### config.mk
export PLATFORM = sky130hd
export DESIGN_NAME = input_conditioner
export DESIGN_NICKNAME = d
export VERILOG_FILES = /design/src/rtl/cond_pkg.sv /design/src/rtl/cond_sync.sv /design/src/rtl/cond_debounce.sv /design/src/rtl/cond_edge.sv /design/src/rtl/input_conditioner.sv
export SDC_FILE = /design/constraint.sdc
export NUM_CORES = 1
export LEC_CHECK = 0
export BUFFER_PORTS_ARGS = -buffer_cell sky130_fd_sc_hd__buf_4
export CAP_MARGIN = 20
export CORE_AREA = 5 5 42 44
export DETAILED_ROUTE_END_ITERATION = 16
export DIE_AREA = 0 0 47 49
export GPL_TIMING_DRIVEN = 0
export SLEW_MARGIN = 0
export SYNTH_ARGS = -nofsm -noshare
export SYNTH_HDL_FRONTEND = slang
export SYNTH_SLANG_ARGS = --single-unit
export TNS_END_PERCENT = 1
### constraint.sdc
create_clock -name clk -period 2.3 [get_ports clk]
set_clock_uncertainty 0.1 [all_clocks]
set_input_delay 0.23 -clock clk [delete_from_list [all_inputs] [get_ports clk]]
set_output_delay 0.23 -clock clk [all_outputs]
set_load 0.1 [all_outputs]
### src/rtl/cond_pkg.sv
package cond_pkg;

  // Width needed to hold counts 0 .. wait_cycles
  function automatic int cnt_width(input int wait_cycles);
    return (wait_cycles < 1) ? 1 : $clog2(wait_cycles + 1);
  endfunction

  typedef struct packed {
    logic rise;
    logic fall;
  } strobe_t;

endpackage

### src/rtl/cond_sync.sv
module cond_sync #(
  parameter int STAGES = 2
) (
  input  logic clk,
  input  logic rst,
  input  logic d,
  output logic q
);
  logic [STAGES-1:0] chain_q;

  generate
    if (STAGES == 1) begin : g_single
      always_ff @(posedge clk) begin
        if (rst) chain_q <= '0;
        else     chain_q <= d;
      end
    end else begin : g_chain
      always_ff @(posedge clk) begin
        if (rst) chain_q <= '0;
        else     chain_q <= {chain_q[STAGES-2:0], d};
      end
    end
  endgenerate

  assign q = chain_q[STAGES-1];
endmodule

### src/rtl/cond_debounce.sv
module cond_debounce #(
  parameter int WAIT_CYCLES = 10
) (
  input  logic clk,
  input  logic rst,
  input  logic sync_in,
  output logic level_q,
  output logic level_d
);
  localparam int CNT_W = cond_pkg::cnt_width(WAIT_CYCLES);
  localparam logic [CNT_W-1:0] LAST = CNT_W'(WAIT_CYCLES - 1);

  logic [CNT_W-1:0] cnt_q, cnt_d;

  always_comb begin
    cnt_d   = cnt_q;
    level_d = level_q;
    if (sync_in == level_q) begin
      cnt_d = '0;
    end else if (cnt_q >= LAST) begin
      level_d = sync_in;
      cnt_d   = '0;
    end else begin
      cnt_d = cnt_q + 1'b1;
    end
  end

  always_ff @(posedge clk) begin
    if (rst) begin
      cnt_q   <= '0;
      level_q <= 1'b0;
    end else begin
      cnt_q   <= cnt_d;
      level_q <= level_d;
    end
  end
endmodule

### src/rtl/cond_edge.sv
module cond_edge (
  input  logic              clk,
  input  logic              rst,
  input  logic              level_q,
  input  logic              level_d,
  output cond_pkg::strobe_t strobe_q
);
  always_ff @(posedge clk) begin
    if (rst) begin
      strobe_q <= '0;
    end else begin
      strobe_q.rise <= level_d & ~level_q;
      strobe_q.fall <= ~level_d & level_q;
    end
  end
endmodule

### src/rtl/input_conditioner.sv
module input_conditioner #(
  parameter int SYNC_STAGES = 2,
  parameter int WAIT_CYCLES = 10
) (
  input  logic clk,
  input  logic rst,
  input  logic raw_in,
  output logic level_out,
  output logic rise_out,
  output logic fall_out
);
  logic              sync_w;
  logic              lvl_q;
  logic              lvl_d;
  cond_pkg::strobe_t strb;

  cond_sync #(.STAGES(SYNC_STAGES)) u_sync (
    .clk (clk),
    .rst (rst),
    .d   (raw_in),
    .q   (sync_w)
  );

  cond_debounce #(.WAIT_CYCLES(WAIT_CYCLES)) u_deb (
    .clk     (clk),
    .rst     (rst),
    .sync_in (sync_w),
    .level_q (lvl_q),
    .level_d (lvl_d)
  );

  cond_edge u_edge (
    .clk      (clk),
    .rst      (rst),
    .level_q  (lvl_q),
    .level_d  (lvl_d),
    .strobe_q (strb)
  );

  assign level_out = lvl_q;
  assign rise_out  = strb.rise;
  assign fall_out  = strb.fall;
endmodule

# Word-level counts from Yosys, hierarchy flattened
# Index checks and enable logic that the tools add are counted.
# word_totals
elab_cells	15
romBits	0
latchBits	0
input_bits	3
register_bits	9
mem_bits_rw	0
memories	0
# op_classes
addsub	1
div_mod_pow	0
order_cmp	1
n_shift	0
n_eq_ne	1
n_mux	2
multipliers	0
bitwise	4
reduce_logical	1
# op_table
cell	n
adder 4 x 1 -> 4 bit, second input constant	1
greater-or-equal comparator 4 bit, second input constant	1
OR reduction 3 bit	1
bitwise AND 1 bit	2
two-way mux 1 bit	2
inverter 1 bit	2
== test 1 bit	1

# Logic depth before layout (Yosys ltp)
# Gate-level depths: netlist (run 1).
# depth
word_depth	5
depth_mapped	5
depth_no_buf	5

# By module
# From an unflattened synthesis (run 1), not the netlist that was laid out.
# hier_totals
hier_cells	34
area_unflattened_um2	366.6
# modules_own_cells
mod	seq_area_each_um2	cells_each	area_each_um2	n_inst
cond_debounce	100.1	26	259.0	1
cond_edge	40.0	4	55.1	1
cond_sync	40.0	4	52.6	1

# Least setup slack after synthesis (run 1)
# Ideal clock, no wire load.
# synth_timing
path_kind	register to register
from	register u_deb.level_q
to	register u_deb.cnt_q[2]
arrival_ps	1377
setup_ps	127
setup_slack_ps	696
t_required_ps	2073
path_stages_with_launch	4
path_buffers	0
synth_period_minus_slack_ps	1604
path_cell_list	dfxtp_1 xor2_1 o211ai_1 nor2_1
# synth_between
elab_chain_cells	2
# synth_lines
item	line	text
start: declaration	cond_debounce.sv:7	output logic level_q,
start signal: assignment	cond_debounce.sv:34	level_q <= level_d;
== test 1 bit	cond_debounce.sv:18	if (sync_in == level_q) begin
OR reduction 3 bit (no line)	--	
end signal: assignment	cond_debounce.sv:33	cnt_q <= cnt_d;
end: declaration	cond_debounce.sv:13	logic [CNT_W-1:0] cnt_q, cnt_d;
# Every way passes these cells.
# A chain may end at the register's enable or synchronous reset.

# Worst setup path after layout (run 1)
# layout_timing
from	register u_deb.cnt_q[0]
to	register u_deb.cnt_q[3]
# layout_between
elab_chain_cells	2
# layout_lines
item	line	text
greater-or-equal comparator 4 bit	cond_debounce.sv:20	end else if (cnt_q >= LAST) begin
OR reduction 3 bit (no line)	--	
# Several ways; a longest one is shown, not always the timed one.

==> flow_metrics.env, run 1 <==
export IMPL_cts_htree_levels=1
export IMPL_tns_ns=0
export IMPL_grt_overflow_total=0
export IMPL_cts_buffers=3
export IMPL_r2r_end="u_deb.cnt_q[3]"
export IMPL_drive_gt1_share_pct=25.6
export IMPL_status="complete, no violations"
export IMPL_ys_top_cells_by_count="dfxtp_1, inv_1, nor2_1"
export IMPL_finalCritPeriodShare_pct=62.4
export IMPL_fp_dieH_um=49
export IMPL_grt_max_degree=7
export IMPL_fillers=164
export IMPL_worst_ep_required_time_ns=2.34
export IMPL_core_area_sq_mm=0.00140
export IMPL_peakVddDrop_mv=0.241
export IMPL_cts_root_buf="clkbuf_4"
export IMPL_die_area_sq_mm=0.00230
export IMPL_max_slew_worst_pin_slew_ns=0.353
export IMPL_reg2reg_depth=5
export IMPL_finalCriticalPeriod_ns=1.44
export IMPL_ant_nets=0
export IMPL_cap_violations=0
export IMPL_rows=14
export IMPL_power_density_mw_per_mm2=652
export IMPL_synth_ff_type="dfxtp_1"
export IMPL_cts_repair_resized=0
export IMPL_initial_core_util_pct=26.0
export IMPL_synth_most_common_cell="dfxtp_1"
export IMPL_ys_async_sr_fraction_pct=0
export IMPL_hold_path_depth=2
export IMPL_cts_tree="yes"
export IMPL_yosys_cell_types_count=14
export IMPL_postCtsHoldBufs=0
export IMPL_first_pass_iters=2
export IMPL_cts_num_sinks=9
export IMPL_avgRoutedWirePerCell_um=9.49
export IMPL_crit_arrival_ns=1.47
export IMPL_setup_viol=0
export IMPL_numPortBuffers=5
export IMPL_hold_path_end="u_sync.chain_q[0]"
export IMPL_first_global_vias=222
export IMPL_relSlewSlack_pct=76.3
export IMPL_grt_pass1_wl_mm=1.04
export IMPL_syn_area_sq_um=364
export IMPL_drt_iter0_drc=1
export IMPL_synth_edff_count=0
export IMPL_yosys_area_top_type="dfxtp_1"
export IMPL_total_power_uw=292
export IMPL_ys_ff_latch=9
export IMPL_hp_start="rst"
export IMPL_gp_congestion=0.632
export IMPL_critPathMaxFanout=5
export IMPL_wl_um=560
export IMPL_report_final_slew_viol_count=0
export IMPL_synth_warnings=0
export IMPL_ys_seq_area_share_pct=49.5
export IMPL_routed_via_density=4.10
export IMPL_nets=50
export IMPL_die_width_um=47
export IMPL_clock_insertion_delay_worst_skew_ns=0.26
export IMPL_syn_avg_cell_area_sq_um=10.7
export IMPL_grt_total_usage_pct=6.64
export IMPL_start_kind="flop"
export IMPL_vias=242
export IMPL_netlist_area_leader_share_pct=49.5
export IMPL_drc_errors=0
export IMPL_synthCells=34
export IMPL_hold_class="input port to flop"
export IMPL_rsz0062_at_grt="no"
export IMPL_fmax_mhz=697
export IMPL_crit_type="flop to flop"
export IMPL_synthTopCellsByArea="dfxtp_1, ha_1, nor4b_1"
export IMPL_cts_buffer_depth=2
export IMPL_leakagePower_nw=0.187
export IMPL_worst_setup_path_end_kind="flop"
export IMPL_finalHoldViolCount=0
export IMPL_ioPinCount=6
export IMPL_clk_pin_slew_ns=0.06
export IMPL_r2r_start="u_deb.cnt_q[0]"
export IMPL_reg2reg_slack_ns=0.86
export IMPL_antenna_found_initial=0
export IMPL_syn_nets=40
export IMPL_diodes=0
export IMPL_syn2layout_area_growth_pct=23.0
export IMPL_postCtsSetupBuffers=0
[layer usage]
metal  vias to the layer above  wire (um)  GRT usage, %
li1                        127          -             -
met1                       109        237          8.00
met2                         4        294          8.37
met3                         2         13          3.32
met4                         0         14          5.53
met5                         -          0             0
[metrics by stage]
stage                     utilization, %  cell area (sq um)  hold slack [ns]  setup WS (ns)  instances
after floorplan                        -                364            0.202          0.696         34
after global routing                32.0                448           0.0730          0.720         59
after detailed placement            30.1                422            0.335          0.835         55
after CTS                           32.0                448           0.0653          0.822         59
after global placement              30.1                422            0.318          0.846         55
final                               32.0                448           0.0725          0.865         59
[final cells by class]
cell class	count	area (sq um)	area share [%]
flip-flops and latches	9	180	40.2
multi-input cells	20	165	36.9
repair buffers	5	37.5	8.38
clock buffers	4	26.3	5.87
well taps	16	20.0	4.47
inverters	5	18.8	4.19
[sequential cells by signal (all words and copies together) (netlist names)]
signal / count
u_deb.cnt_q: 4
u_deb.level_q: 1
u_edge.strobe_q: 2
u_sync.chain_q: 2
[placed cells by master, fill, tap and decap left out, drive strengths merged]
master,count
buf,5
o211ai,1
nor4b,3
inv,5
a31o,1
nand2b,1
nand3,1
nor3b,1
nor2,4
xnor2,2
xor2,1
clkbuf,4
nor2b,2
dfxtp,9
ha,3
[critical path, cell delays in order (launching register included)]
cell and delay (ns):
dfxtp_1 0.41, inv_1 0.07, ha_1 0.18, nor3b_2 0.16, o211ai_1 0.32, nor2_1 0.08
[cells by family (layout without fill, tap and decap cells)]
family	count (synthesis)	in the layout	share of synthesized area, %
buffers and inverters	5	14	5.15
DFF	9	9	49.5
and+or+nand+nor	12	12	23.4
AOI/OAI and AO/OA	2	2	4.47
xor gates and xnor gates	3	3	7.22
adders and majority gates	3	3	10.3
[worst max-delay path by stage]
stage / from / end / slack, ns / cells past startpoint
2_1_floorplan: u_deb.level_q / u_deb.cnt_q[2] / 0.70 / 3
3_3_place_gp: u_deb.cnt_q[0] / u_deb.cnt_q[2] / 0.85 / 5
3_5_place_dp: u_deb.cnt_q[0] / u_deb.cnt_q[2] / 0.84 / 5
4_1_cts: u_deb.cnt_q[0] / u_deb.cnt_q[3] / 0.82 / 5
5_1_grt: u_deb.cnt_q[0] / u_deb.cnt_q[1] / 0.72 / 5
6_report: u_deb.cnt_q[0] / u_deb.cnt_q[3] / 0.86 / 5
[report_power, final]
part	internal, mW	switching (mW)
clock network	0.0668	0.0554
logic	0.00598	0.00445
registers	0.158	0.00156
total	0.231	0.0614
Note: power is estimated with default switching activity, not from simulation.
==> run 2, diff against run 1 <==
==> constraint.sdc (replaced) <==
create_clock -name clk -period 1.2 [get_ports clk]
set_clock_uncertainty 0.1 [all_clocks]
set_input_delay 0.12 -clock clk [delete_from_list [all_inputs] [get_ports clk]]
set_output_delay 0.12 -clock clk [all_outputs]
set_load 0.1 [all_outputs]
==> flow_metrics.env, run 2 (synthesized netlist as in run 1, its figures left out) <==
export IMPL_first_pass_iters=2
export IMPL_ant_nets=0
export IMPL_hold_class="flop to flop"
export IMPL_place_ws_ns=-0.161
export IMPL_report_final_slew_viol_count=0
export IMPL_initial_core_util_pct=26.0
export IMPL_crit_arrival_ns=1.37
export IMPL_crit_type="flop to flop"
export IMPL_grt_pass1_wl_mm=1.17
export IMPL_numPortBuffers=5
export IMPL_drc_errors=0
export IMPL_cts_htree_levels=1
export IMPL_rows=14
export IMPL_die_width_um=47
export IMPL_first_global_vias=289
export IMPL_wl_um=669
export IMPL_largest_register_ff_count=4
export IMPL_placedCellCount=55
export IMPL_cts_buffer_depth=2
export IMPL_cts_buffers=3
export IMPL_status="finished with violations"
export IMPL_grt_total_usage_pct=7.20
export IMPL_cpPeakStageDelay_ns=0.33
export IMPL_finalCritPeriodShare_pct=106
export IMPL_core_area_sq_mm=0.00140
export IMPL_routed_via_density=4.44
export IMPL_start_kind="flop"
export IMPL_fp_dieH_um=49
export IMPL_layout_commonest_cell="buf_4"
export IMPL_drt_iter0_drc=4
export IMPL_slowest_stage="dfxtp_2"
export IMPL_diodes=0
export IMPL_syn2layout_area_growth_pct=45.0
export IMPL_fin_cells=64
export IMPL_avgRoutedWirePerCell_um=10.5
export IMPL_dp_final_hpwl_um=383
export IMPL_worst_ep_required_time_ns=1.29
export IMPL_leakagePower_nw=0.213
export IMPL_reg2reg_depth=6
export IMPL_cts_tree="yes"
export IMPL_violations="negative setup slack"
export IMPL_setup_viol=7
export IMPL_grt_overflow_total=0
export IMPL_ioPinCount=6
export IMPL_cp_top_family="flip-flops"
export IMPL_hold_ws_ns=0.337
export IMPL_clk_pin_slew_ns=0.06
export IMPL_crit_chain="inv_2 > ha_2 > nor3b_4 > o211ai_1 > buf_4 > nor2_2"
export IMPL_die_area_sq_mm=0.00230
export IMPL_final_cell_mix="buf_4, dfxtp_1, inv_2, clkbuf_4"
export IMPL_cp_depth=6
export IMPL_hold_path_depth=1
export IMPL_cts_num_sinks=9
export IMPL_vias=284
export IMPL_power_density_mw_per_mm2=1080
export IMPL_gp_congestion=0.679
export IMPL_top_register="u_deb.cnt_q"
export IMPL_drive_gt1_share_pct=52.1
export IMPL_tns_ns=-0.324
export IMPL_finalHoldViolCount=0
export IMPL_antenna_found_initial=0
export IMPL_cts_root_buf="clkbuf_4"
export IMPL_top_regs="u_deb.cnt_q (4), u_edge.strobe_q (2), u_sync.chain_q (2)"
export IMPL_clock_insertion_delay_worst_skew_ns=0.26
export IMPL_cp_num_buf_inv=2
export IMPL_cap_violations=0
export IMPL_total_power_uw=569
export IMPL_grt_max_degree=7
export IMPL_worst_setup_path_end_kind="flop"
export IMPL_max_slew_worst_pin_slew_ns=0.278
export IMPL_finalCriticalPeriod_ns=1.27
export IMPL_critPathMaxFanout=4
export IMPL_peakVddDrop_mv=0.689
export IMPL_fmax_mhz=786
export IMPL_nets=55
export IMPL_fin_ws_ns=-0.0725
export IMPL_rsz0062_at_grt="yes"
export IMPL_relSlewSlack_pct=81.6
## run 2: metrics by stage
step | utilization [%] | area (sq um)
2_1_floorplan | - | 379
3_3_place_gp | 31.2 | 437
3_5_place_dp | 31.2 | 437
4_1_cts | 37.3 | 523
5_1_grt | 37.7 | 528
6_report | 37.7 | 528
## run 2: worst register-to-register path: cells and delay by family (launching register included)
kind,cells,cell delay (ns)
flip-flops,1,0.33
AND/OR/NAND/NOR,2,0.29
adder cells (fa/ha/maj),1,0.17
buffers and inverters,2,0.20
AO/OA/AOI/OAI,1,0.11
## run 2: area by class of cell
| cell class | instances | area (sq um) |
|---|---|---|
| sequential | 9 | 189 |
| fill | 158 | 873 |
| multi-input combinational | 20 | 194 |
| clock buffer | 4 | 26.3 |
| timing repair buffer | 10 | 80.1 |
| inverter | 5 | 18.8 |
| tap | 16 | 20.0 |
## run 2: timing repair
| item | 4_1_cts | 5_1_grt |
|---|---|---|
| hold endpoints to repair | 4 | 0 |
| resized for setup | 4 | 2 |
| hold buffers | 2 | 0 |
| pin swaps | 3 | 1 |
| setup endpoints to repair | 7 | 7 |
| buffers inserted | 3 | 0 |
## run 2: power by group
group,total (mW),internal [mW],leakage [nW],switching [mW]
combinational,0.0328,0.0203,0.123,0.0124
clock,0.234,0.128,0.0150,0.106
sequential,0.302,0.299,0.0751,0.00323
total,0.569,0.447,0.213,0.121
## run 2: path summary, 6_finish.rpt
path	from	end	slack [ns]
max	u_deb.cnt_q[1]	u_deb.cnt_q[0]	-0.07
min	u_sync.chain_q[0]	u_sync.chain_q[1]	0.34
min reg2reg	u_sync.chain_q[0]	u_sync.chain_q[1]	0.34
max reg2reg	u_deb.cnt_q[1]	u_deb.cnt_q[0]	-0.07
## run 2: routing by layer
| layer | wire [um] | share of wire [%] | GRT usage, % | up-vias |
|---|---|---|---|---|
| li1 | - | - | - | 141 |
| met1 | 228 | 34 | 5.76 | 135 |
| met2 | 380 | 57 | 13.1 | 8 |
| met3 | 60 | 9.0 | 5.54 | 0 |
| met4 | 0 | 0 | 1.38 | 0 |
| met5 | 0 | 0 | 0 | - |
==> run 3, diff against run 2 <==
--- a/config.mk
+++ b/config.mk
@@ -11,6 +11,8 @@
 export DETAILED_ROUTE_END_ITERATION = 16
 export DIE_AREA = 0 0 47 49
 export GPL_TIMING_DRIVEN = 0
+export RECOVER_POWER = 25
+export SKIP_LAST_GASP = 1
 export SLEW_MARGIN = 0
 export SYNTH_ARGS = -nofsm -noshare
 export SYNTH_HDL_FRONTEND = slang
==> flow_metrics.env, run 3 (synthesized netlist as in run 1, its figures left out) <==
export IMPL_status="finished with violations"
export IMPL_violations="negative setup slack"
export IMPL_largest_register_ff_count=4
export IMPL_ioPinCount=6
export IMPL_crit_start="u_deb.cnt_q[1]"
export IMPL_grt_pass1_wl_um=952
export IMPL_diodes=0
export IMPL_start_kind="flop"
export IMPL_worst_ep_required_time_ns=1.29
export IMPL_hold_class="flop to flop"
export IMPL_crit_chain="inv_2 > ha_2 > nor3b_4 > o211ai_1 > buf_4 > nor2_2"
export IMPL_first_global_vias=250
export IMPL_cts_buffer_depth=2
export IMPL_rows=14
export IMPL_clock_insertion_delay_worst_skew_ns=0.26
export IMPL_nets=55
export IMPL_cts_tree="yes"
export IMPL_max_slew_worst_pin_slew_ns=0.271
export IMPL_final_cell_mix="buf_4, dfxtp_1, inv_2, clkbuf_4"
export IMPL_worst_setup_path_end_kind="flop"
export IMPL_slowest_stage="dfxtp_2"
export IMPL_cts_htree_levels=1
export IMPL_layout_commonest_cell="buf_4"
export IMPL_hold_path_depth=1
export IMPL_tns_ns=-0.368
export IMPL_cts_buffers=3
export IMPL_fillers=154
export IMPL_top_register="u_deb.cnt_q"
export IMPL_grt_overflow_total=0
export IMPL_power_density_mw_per_mm2=1090
export IMPL_die_area_sq_mm=0.00230
export IMPL_cts_root_buf="clkbuf_4"
export IMPL_r2r_end="u_deb.cnt_q[0]"
export IMPL_endpoint="u_deb.cnt_q[0]"
export IMPL_hold_ws_ns=0.337
export IMPL_dp_final_hpwl_um=383
export IMPL_critPathMaxFanout=4
export IMPL_reg2reg_depth=6
export IMPL_place_ws_ns=-0.161
export IMPL_wl_um=598
export IMPL_leakagePower_nw=0.210
export IMPL_clk_pin_slew_ns=0.06
export IMPL_gp_congestion=0.679
export IMPL_drive_gt1_share_pct=47.9
export IMPL_numPortBuffers=5
export IMPL_placedCellCount=55
export IMPL_grt_max_degree=7
export IMPL_cap_violations=0
export IMPL_finalHoldViolCount=0
export IMPL_vias=273
export IMPL_relSlewSlack_pct=82.0
export IMPL_r2r_start="u_deb.cnt_q[1]"
export IMPL_fin_cells=64
export IMPL_ant_nets=0
export IMPL_fp_dieH_um=49
export IMPL_antenna_found_initial=0
export IMPL_die_width_um=47
export IMPL_crit_arrival_ns=1.36
export IMPL_rsz0062_at_grt="yes"
export IMPL_fin_ws_ns=-0.0722
export IMPL_syn2layout_area_growth_pct=42.3
export IMPL_initial_core_util_pct=26.0
export IMPL_reg2reg_slack_ns=-0.07
export IMPL_hp_start="u_sync.chain_q[0]"
export IMPL_setup_viol=7
export IMPL_core_area_sq_mm=0.00140
export IMPL_cts_num_sinks=9
export IMPL_routed_via_density=4.27
export IMPL_report_final_slew_viol_count=0
export IMPL_finalCriticalPeriod_ns=1.27
export IMPL_peakVddDrop_mv=0.690
export IMPL_cpPeakStageDelay_ns=0.33
export IMPL_finalCritPeriodShare_pct=106
export IMPL_fmax_mhz=786
export IMPL_top_regs="u_deb.cnt_q (4), u_edge.strobe_q (2), u_sync.chain_q (2)"
export IMPL_avgRoutedWirePerCell_um=9.34
export IMPL_first_pass_iters=2
export IMPL_grt_total_usage_pct=5.86
export IMPL_drt_iter0_drc=4
export IMPL_crit_type="flop to flop"
export IMPL_drc_errors=0
## run 3: cell count changes in the layout (fill, tap and decap cells not counted), sizes merged
cell,change
clkbuf,+1
buf,-1
## run 3: per-stage QoR
stage	utilization, %	power, mW	instance area (sq um)
after floorplan	-	0.323	379
after global placement	31.2	0.332	437
after detailed placement	31.2	0.333	437
after CTS	36.4	0.575	510
after global routing	37.0	0.594	518
final	37.0	0.564	518
## run 3: worst max-delay path, delay by kind of cell (launching register included)
kind | cells | cell delay, ns
fa+ha+maj | 1 | 0.17
simple gates | 2 | 0.29
compound gates | 1 | 0.11
buf+inv | 2 | 0.20
flops | 1 | 0.33
## run 3: cell type report
type,count,area [sq um],share of cell area [%]
inverters,5,18.8,3.62
repair buffers,10,76.3,14.7
flip-flops and latches,9,189,36.5
clock buffers,4,26.3,5.07
well taps,16,20.0,3.86
multi-input cells,20,188,36.2
## run 3: worst min-delay path by stage
stage | to | slack (ns)
3_5_place_dp | u_sync.chain_q[0] | 0.24
5_1_grt | u_sync.chain_q[1] | 0.35
3_3_place_gp | u_sync.chain_q[1] | 0.23
2_1_floorplan | u_sync.chain_q[0] | 0.09
6_report | u_sync.chain_q[1] | 0.34
4_1_cts | u_sync.chain_q[1] | 0.34
## run 3: power breakdown
group	leakage, nW	switching, mW	total, mW	internal [mW]
Combinational	0.120	0.0119	0.0306	0.0188
Sequential	0.0751	0.00274	0.302	0.299
Clock	0.0150	0.103	0.231	0.128
## run 3: layer usage
metal | vias to the layer above | global-route usage (%) | part of all wire (%)
met2 | 8 | 9.28 | 54
met5 | - | 0 | 0
li1 | 140 | - | -
met4 | 0 | 1.38 | 0
met1 | 125 | 5.32 | 36
met3 | 0 | 5.54 | 10
## run 3: timing repair
item                                   4_1_cts  5_1_grt
gates resized for setup                      2        3
setup buffers                                3        0
pin swaps                                    2        1
endpoints found under the hold margin        4        0
hold buffers                                 2        0
setup endpoints to repair                    7        7
